**config.mk**
```make
export PLATFORM = sky130hd
export DESIGN_NAME = pulse_pacer_top
export DESIGN_NICKNAME = d
export VERILOG_FILES = /design/src/rtl/pp_pkg.sv /design/src/rtl/pp_fifo.sv /design/src/rtl/pp_chan.sv /design/src/rtl/pp_optmux.sv /design/src/rtl/pulse_pacer_top.sv
export SDC_FILE = /design/constraint.sdc
export NUM_CORES = 1
export LEC_CHECK = 0
export BUFFER_PORTS_ARGS = -buffer_cell sky130_fd_sc_hd__buf_2
export CAP_MARGIN = 20
export CELL_PAD_IN_SITES_DETAIL_PLACEMENT = 1
export CELL_PAD_IN_SITES_GLOBAL_PLACEMENT = 1
export CORE_UTILIZATION = 49
export CTS_BUF_LIST = sky130_fd_sc_hd__clkbuf_4
export CTS_CLUSTER_DIAMETER = 30
export DETAILED_ROUTE_END_ITERATION = 12
export PLACE_DENSITY = 0.92
export SETUP_SLACK_MARGIN = 0.15
export SYNTH_ARGS = -nofsm -noshare
export SYNTH_HDL_FRONTEND = slang
export SYNTH_HIERARCHICAL = 1
export SYNTH_SLANG_ARGS = --single-unit
```
**constraint.sdc**
```tcl
create_clock -name clk -period 3.7 [get_ports clk]
set_clock_uncertainty 0.05 [all_clocks]
set_input_delay 0.185 -clock clk [delete_from_list [all_inputs] [get_ports clk]]
set_output_delay 0.185 -clock clk [all_outputs]
set_load 0.005 [all_outputs]
```
**src/rtl/pp_pkg.sv**
```systemverilog
`timescale 1ns/1ps
package pp_pkg;
   localparam int NCH      = 2;
   localparam int CH_REAL  = 0;
   localparam int CH_REACT = 1;

   typedef enum logic [1:0] {
      OPT_IDLE  = 2'b00,
      OPT_REAL  = 2'b01,
      OPT_REACT = 2'b10,
      OPT_RSVD  = 2'b11
   } opt_sel_e;
endpackage

```
**src/rtl/pp_fifo.sv**
```systemverilog
`timescale 1ns/1ps
module pp_fifo #(
   parameter int DEPTH = 8
) (
   input  logic clk,
   input  logic rst,
   input  logic push,
   input  logic din,
   input  logic pop,
   output logic dout,
   output logic empty,
   output logic full
);
   localparam int AW = (DEPTH > 1) ? $clog2(DEPTH) : 1;
   localparam int CW = AW + 1;

   logic [DEPTH-1:0] mem;
   logic [AW-1:0]    wp, rp;
   logic [CW-1:0]    cnt;
   logic             push_ok, pop_ok;

   assign empty   = (cnt == '0);
   assign full    = (cnt == CW'(DEPTH));
   assign push_ok = push && !full;
   assign pop_ok  = pop && !empty;
   assign dout    = mem[rp];

   always_ff @(posedge clk) begin
      if (rst) begin
         wp  <= '0;
         rp  <= '0;
         cnt <= '0;
         mem <= '0;
      end else begin
         if (push_ok) begin
            mem[wp] <= din;
            wp      <= wp + AW'(1);
         end
         if (pop_ok) rp <= rp + AW'(1);
         case ({push_ok, pop_ok})
            2'b10:   cnt <= cnt + CW'(1);
            2'b01:   cnt <= cnt - CW'(1);
            default: cnt <= cnt;
         endcase
      end
   end
endmodule

```
**src/rtl/pp_chan.sv**
```systemverilog
`timescale 1ns/1ps
module pp_chan #(
   parameter int DEPTH = 8,
   parameter int IVL_W = 8,
   parameter int MW_W  = 8,
   parameter int MULT  = 4
) (
   input  logic             clk,
   input  logic             rst,
   input  logic             sync,
   input  logic             wr,
   input  logic             lvl,
   input  logic [IVL_W-1:0] interval,
   input  logic [MW_W-1:0]  max_width,
   output logic             pulse,
   output logic             ovf,
   output logic             rel
);
   localparam int MUL_W = $clog2(MULT) + 1;
   localparam int TMR_W = IVL_W + MUL_W;
   localparam int LIM_W = MW_W + 1;
   localparam int CNT_W = MW_W + 2;

   logic             head, empty, full, ivl_zero;
   logic [TMR_W-1:0] period, tmr;
   logic [LIM_W-1:0] limit;
   logic [CNT_W-1:0] lowcnt, cnt_inc;
   logic             forced;

   pp_fifo #(.DEPTH(DEPTH)) u_fifo (
      .clk(clk), .rst(rst), .push(wr), .din(lvl), .pop(rel),
      .dout(head), .empty(empty), .full(full)
   );

   // pacing period: shift when the multiplier is a power of two
   if ((MULT & (MULT - 1)) == 0) begin : g_shift
      assign period = TMR_W'(interval) << $clog2(MULT);
   end else begin : g_mul
      assign period = TMR_W'(interval) * TMR_W'(MULT);
   end

   assign ivl_zero = (interval == '0);
   assign rel      = !empty && (ivl_zero || sync || (tmr == '0));

   always_ff @(posedge clk) begin
      if (rst)                tmr <= '0;
      else if (rel)           tmr <= ivl_zero ? '0 : period - TMR_W'(1);
      else if (sync)          tmr <= '0;
      else if (tmr != '0)     tmr <= tmr - TMR_W'(1);
   end

   always_ff @(posedge clk) begin
      if (rst)             ovf <= 1'b0;
      else if (wr && full) ovf <= 1'b1;
   end

   // width limiter counts released low updates
   assign limit   = {max_width, 1'b1};
   assign cnt_inc = (lowcnt == '1) ? lowcnt : lowcnt + CNT_W'(1);

   always_ff @(posedge clk) begin
      if (rst) begin
         pulse  <= 1'b1;
         lowcnt <= '0;
         forced <= 1'b0;
      end else if (rel) begin
         if (head) begin
            pulse  <= 1'b1;
            lowcnt <= '0;
            forced <= 1'b0;
         end else if (forced) begin
            pulse  <= 1'b1;
         end else if (cnt_inc > CNT_W'(limit)) begin
            pulse  <= 1'b1;
            lowcnt <= '0;
            forced <= 1'b1;
         end else begin
            pulse  <= 1'b0;
            lowcnt <= cnt_inc;
         end
      end
   end
endmodule

```
**src/rtl/pp_optmux.sv**
```systemverilog
`timescale 1ns/1ps
module pp_optmux
   import pp_pkg::*;
(
   input  logic [1:0] sel,
   input  logic       p_in,
   input  logic       q_in,
   output logic       tx
);
   always_comb begin
      case (opt_sel_e'(sel))
         OPT_REAL:  tx = p_in;
         OPT_REACT: tx = q_in;
         default:   tx = 1'b1;
      endcase
   end
endmodule

```
**src/rtl/pulse_pacer_top.sv**
```systemverilog
`timescale 1ns/1ps
module pulse_pacer_top
   import pp_pkg::*;
#(
   parameter int DEPTH = 8,
   parameter int IVL_W = 8,
   parameter int MW_W  = 8,
   parameter int MULT  = 4
) (
   input  logic             clk,
   input  logic             rst,
   input  logic             frame_sync,
   input  logic             wr_real,
   input  logic             lvl_real,
   input  logic             wr_react,
   input  logic             lvl_react,
   input  logic [IVL_W-1:0] interval,
   input  logic [MW_W-1:0]  max_width,
   input  logic [1:0]       opt_sel,
   output logic             pulse_real,
   output logic             pulse_react,
   output logic             opt_tx,
   output logic             ovf_real,
   output logic             ovf_react
);
   if (DEPTH < 2 || (DEPTH & (DEPTH - 1)) != 0) begin : g_bad_depth
      $error("pulse_pacer_top: DEPTH must be a power of two of at least 2");
   end
   if (MULT < 1) begin : g_bad_mult
      $error("pulse_pacer_top: MULT must be at least 1");
   end
   if (IVL_W < 1 || MW_W < 1) begin : g_bad_width
      $error("pulse_pacer_top: register widths must be at least 1");
   end

   logic [NCH-1:0] wr_v, lvl_v, pulse_v, ovf_v, rel_v;

   assign wr_v  = {wr_react, wr_real};
   assign lvl_v = {lvl_react, lvl_real};

   for (genvar c = 0; c < NCH; c++) begin : g_ch
      pp_chan #(.DEPTH(DEPTH), .IVL_W(IVL_W), .MW_W(MW_W), .MULT(MULT)) u_chan (
         .clk(clk), .rst(rst), .sync(frame_sync),
         .wr(wr_v[c]), .lvl(lvl_v[c]),
         .interval(interval), .max_width(max_width),
         .pulse(pulse_v[c]), .ovf(ovf_v[c]), .rel(rel_v[c])
      );
   end

   assign pulse_real  = pulse_v[CH_REAL];
   assign pulse_react = pulse_v[CH_REACT];
   assign ovf_real    = ovf_v[CH_REAL];
   assign ovf_react   = ovf_v[CH_REACT];

   pp_optmux u_optmux (
      .sel(opt_sel), .p_in(pulse_v[CH_REAL]), .q_in(pulse_v[CH_REACT]), .tx(opt_tx)
   );
endmodule

```
# Word-level counts from Yosys, hierarchy flattened
# Index checks and enable logic that the tools add are counted.
# totals
ff_bits	84
inputBits	25
output_inout_bits	5
# classes
add_sub_neg	13
magnitude_cmp	8
n_eq_ne	12
n_mux	36
reduce_logical	30
# op_table
op	count
$mux 10	8
$mux 11	7
$logic_not 11->1	2
$reduce_bool 11->1	2
$sub 11x1->11 const B	2
$add 10x1->10 const B	2
$eq 10x10->1 const B	2
$gt 10x9->1	2
$bwmux 8	2
$lt 3x4->1 const B	4
$pmux 4 s2	2
$add 3x1->3 const B	4
$mux 1	12
$sub 10x1->11 const B	1
$logic_and 1x1->1	10
$add 4x1->4 const B	2
$eq 4x4->1 const B	2
$logic_not 4->1	2
$logic_not 8->1	1
$sub 4x1->4 const B	2
$bmux 1 s3	2
$demux 1 s3	2
$eq 2x1->1 const B	3
$eq 2x2->1 const B	3
other kinds (8)	18

# Logic depth before layout (Yosys ltp)
# logic_depth
ltp_word	7
depth_mapped	14
ltp_nobuf	13

# By module
# Netlist, hierarchy kept.
# by_module_without_submodules
mod	n_inst	cells_each	area_per_inst_um2	seq_area_each_um2
pp_chan	2	201	1669.1	480.5
pp_fifo	2	99	963.4	360.3
pp_optmux	1	5	42.5	0.0

# Worst setup path after synthesis
# OpenSTA, ideal clock, no wires.
# synth_timing
path_type	reg2reg
startpoint	register g_ch[0].u_chan.tmr[0]
endpoint	register g_ch[0].u_chan.u_fifo.cnt[3]
setup_ps	70
t_arrival_ps	2935
slack_ps	645
path_stages_with_launch	14
path_buffers	1
period_less_slack_ps	3055
path_cell_list	dfxtp_1 inv_1 ha_1 nor3b_2 a41oi_4 a21oi_2 buf_4 o41a_1 ha_1 ha_1 a21oi_1 a21oi_1 or4_1 a21oi_1
# synth_via
elab_chain_len	6
elab_cells_between_ends	8
classes_between	eq/ne: 2; mux: 1; reduce/logical: 5
# synth_rtl
item	line_no	source
from (decl)	pp_chan.sv:25	logic [TMR_W-1:0] period, tmr;
from (signal assigned)	pp_chan.sv:47	else if (rel) tmr <= ivl_zero ? '0 : period - TMR_W'(1);
from (signal assigned)	pp_chan.sv:49	else if (tmr != '0) tmr <= tmr - TMR_W'(1);
$logic_not 11->1 (*)	pp_chan.sv:43	assign rel = !empty && (ivl_zero || sync || (tmr == '0));
$logic_or 1x1->1 (*)	pp_chan.sv:43	
$logic_and 1x1->1 (*)	pp_chan.sv:43	
via rel_v[0]	pulse_pacer_top.sv:36	logic [NCH-1:0] wr_v, lvl_v, pulse_v, ovf_v, rel_v;
$logic_and 1x1->1 (*)	pp_fifo.sv:25	assign pop_ok = pop && !empty;
via g_ch[0].u_chan.u_fifo.pop_ok	pp_fifo.sv:20	logic push_ok, pop_ok;
$eq 2x1->1 or $eq 2x2->1 (tied branches)	pp_fifo.sv:40	case ({push_ok, pop_ok})
$pmux 4 s2 or $reduce_bool 2->1 (tied branches)	-	
to (signal assigned)	pp_fifo.sv:41	2'b10: cnt <= cnt + CW'(1);
to (signal assigned)	pp_fifo.sv:42	2'b01: cnt <= cnt - CW'(1);
to (signal assigned)	pp_fifo.sv:43	default: cnt <= cnt;
to (decl)	pp_fifo.sv:19	logic [CW-1:0] cnt;
# Mark *: on every way through the listed nets, which the timed path passes. The rest lies on a longest branch.
# A chain may end at the register's enable or synchronous reset.

# Worst setup path after layout
# layout_timing
startpoint	register g_ch[0].u_chan.lowcnt[1]
endpoint	register g_ch[0].u_chan.lowcnt[3]
# layout_via
elab_chain_len	6
elab_cells_between_ends	7
classes_between	add/sub: 1; order compare: 1; eq/ne: 1; mux: 4
# layout_rtl
item	line_no	source
from (decl)	pp_chan.sv:27	logic [CNT_W-1:0] lowcnt, cnt_inc;
from (signal assigned)	pp_chan.sv:79	lowcnt <= cnt_inc;
$add 10x1->10 or $eq 10x10->1 (tied branches)	pp_chan.sv:59	assign cnt_inc = (lowcnt == '1) ? lowcnt : lowcnt + CNT_W'(1);
$mux 10 (*)	pp_chan.sv:59	
$gt 10x9->1	pp_chan.sv:73	end else if (cnt_inc > CNT_W'(limit)) begin
$mux 10 (*)	pp_chan.sv:73	
$mux 10 (*)	pp_chan.sv:71	end else if (forced) begin
$mux 10 (*)	pp_chan.sv:67	if (head) begin
# Mark *: on every way between the ends. The rest lies on a longest branch, timed or not. The select of a mux whose other input is x is not followed.

==> summary.txt <==
Routing
  • Routed wire length: 13600 um
  • WL met2: 7080 um
  • DRC: 0
  • First drt pass iteration count: 4
  • Wirelength per Cell: 17.6 um
  • Routed met3 length: 295 um
  • Drt via density: 6.00
  • Post-route ant nets: 0
  • Vias: 4648
  • DRT met1 WL: 5830 um
  • Starting DRT DRC Count: 200
  • DR top layer: met4

Power and ir drop
  • Tot Pwr: 3700 uW
  • Leak: 0.00223 uW
  • PwrDens: 646 nW/um^2
  • VDD IR max: 0.278 mV

Setup path
  • Kind of critical path: reg -> reg
  • Reg2reg start: g_ch[0].u_chan/lowcnt[1]
  • Critical Path Source: g_ch[0].u_chan/lowcnt[1]
  • CP Data Arrival Time: 3670 ps
  • Worst Setup End Kind: flip-flop
  • Largest fanout on the critical path: 5
  • CP required: 4010 ps
  • Startpoint Class: flip-flop

Cells and area
  • Commonest non-fill, non-tap cells in the layout: dfxtp_1, nor2_1, inv_1
  • Layout cells sized above 1: 15.2%
  • Area grow syn2layout: 7.78%
  • Total Nets Final: 695
  • Most common cell after layout, fill and taps aside: dfxtp_1
  • Final Instance Count excl. Fillers: 775
  • Antenna diodes: 0

Yosys
  • Number of flops mapped to enable cells by yosys: 0
  • Syn avg cell area: 8.77 sq um
  • Ys flop type: dfxtp_1
  • Count of cell types in the netlist: 58
  • Cell Area, Synth: 5310 sq um
  • Area leader, netlist: dfxtp_1
  • Yosys reg bits: 84
  • Share of the synthesized area in the top cell type: 31.7%
  • Cell count after synthesis: 605
  • Async S/R FF share, synth: 0%
  • Sequential share of the synthesized area: 31.7%
  • Syn. warnings: 6
  • Largest cells by area after synthesis: dfxtp_1, ha_1, nor2_1
  • Post-Syn Nets: 666

GRT
  • Global route overflow: 0
  • First-pass GRT wire length: 22700 um
  • Largest net degree at the start of global routing: 47
  • Initial antenna violation count: 0
  • Total GRT Usage: 25.1%
  • Number of global-route vias before repair: 4858

Clock network
  • Clk buf depth: 2
  • H-tree levels: 3
  • Setup bufs post-CTS: 0
  • Clock transition at the registers of the reported paths: 130 ps
  • Root Buffer: clkbuf_4
  • CTS tree: yes
  • Number of buffers created by CTS: 9
  • Clk_lat worst skew: 450 ps
  • Clock sink total: 84

Worst hold path
  • Hold crit path type: in -> reg
  • Hold path start: lvl_real

STA
  • Highest clock rate: 298 MHz
  • Setup TNS: 0 ps
  • Min Tclk post-route: 3360 ps
  • Fin. max-slew vios: 0
  • Final setup fails: 0
  • Rel. slew slack: 40.4%
  • Final hold vios: 0
  • Actual slew at the worst max-slew pin: 893 ps
  • Final cycle utilization of the critical path: 90.8%
  • Unrepaired setup endpoints after global routing: true

Outcome
  • Status: finished clean

Placed design
  • Dpl cells: 757
  • GP Congestion: 0.911
  • Port Buffer Count: 29
  • Post-DP HPWL: 10500 um

Floorplanning
  • Rows: 37
  • Ports: 30
  • Full die area: 11300 sq um
  • Initial Util: 51.0%
  • Die height: 106 um
  • Die X: 106 um
  • Core area: 10400 sq um

Run
  • Max Cap Viol: 0
==> cell type report <==
| cell class | count | area (sq um) |
|---|---|---|
| tap | 136 | 170 |
| multi-input combinational | 459 | 3380 |
| fill | 1250 | 4700 |
| timing repair buffer | 36 | 203 |
| sequential | 84 | 1690 |
| inverter | 44 | 175 |
| clock inverter | 3 | 13.8 |
| clock buffer | 13 | 97.6 |
==> routing by layer <==
| layer | GRT usage (%) | vias to the layer above |
|---|---|---|
| met4 | 11.9 | 0 |
| met1 | 28.4 | 2290 |
| met5 | 0 | - |
| met3 | 3.00 | 33 |
| li1 | - | 2249 |
| met2 | 46.6 | 76 |
==> synthesized netlist by cell type, drive strengths merged (10+ instances only) <==
| master | instances |
|---|---|
| nor2 | 64 |
| nand4 | 12 |
| buf | 12 |
| ha | 34 |
| and2 | 14 |
| xnor2 | 16 |
| nand2 | 40 |
| a32o | 10 |
| nand3 | 24 |
| xor2 | 22 |
| a21oi | 38 |
| o22ai | 14 |
| o21ai | 20 |
| nor3 | 12 |
| mux2i | 22 |
| dfxtp | 84 |
| inv | 42 |
| nor4 | 12 |
==> worst max-delay path, stage by stage (launching register included) <==
cell,delay [ps]
dfxtp_1,450
ha_2,270
nand3_1,170
or3_1,410
nand3_1,190
xnor2_1,90
ha_1,300
nand4_1,150
o31a_1,300
o21ai_1,100
nand3_1,140
or3b_4,470
o31ai_2,190
==> worst paths after layout <==
check	end	slack [ps]	cells after the start
max	g_ch[0].u_chan/lowcnt[3]	340	12
min	g_ch[0].u_chan/u_fifo/mem[2]	30	3
min reg2reg	g_ch[0].u_chan/ovf	430	2
max reg2reg	g_ch[0].u_chan/lowcnt[3]	340	12
==> flip-flops by register name, indices dropped and copies added (netlist names) <==
name and cells:
g_ch.u_chan/tmr 22, g_ch.u_chan/u_fifo/wp 6, g_ch.u_chan/u_fifo/cnt 8, g_ch.u_chan/pulse 2, g_ch.u_chan/u_fifo/rp 6, g_ch.u_chan/forced 2
g_ch.u_chan/lowcnt 20, g_ch.u_chan/u_fifo/mem 16, g_ch.u_chan/ovf 2
==> through the flow <==
stage | worst slack [ps] | hold WS [ps] | cell area, sq um | utilization (%)
3_5_place_dp | 304 | 409 | 5570 | 53.4
6_report | 339 | 33.6 | 5720 | 54.9
2_1_floorplan | 645 | 279 | 5310 | -
4_1_cts | 289 | 18.2 | 5700 | 54.7
3_3_place_gp | 527 | 396 | 5570 | 53.4
5_1_grt | 129 | 51.5 | 5720 | 54.9
==> where the power goes <==
group	switching, uW	internal [uW]
clock	305	165
sequential	257	1090
combinational	1050	825
==> kinds of logic (layout without fill, tap and decap cells) <==
| kind of cell | count (synthesis) | in the layout | synth area share, % |
|---|---|---|---|
| buf+inv | 62 | 96 | 5.09 |
| simple gates | 232 | 232 | 24.6 |
| mux | 30 | 30 | 6.69 |
| xor+xnor | 38 | 38 | 6.27 |
| compound gates | 123 | 123 | 16.9 |
| flops | 84 | 84 | 31.7 |
| fa+ha+maj | 36 | 36 | 8.77 |
==> repair_timing <==
item	4_1_cts	5_1_grt
hold buffers	2	0
resized for setup	0	9
endpoints found under the hold margin	4	0
setup endpoints to repair	0	14
(Power assumes the default switching activity.)
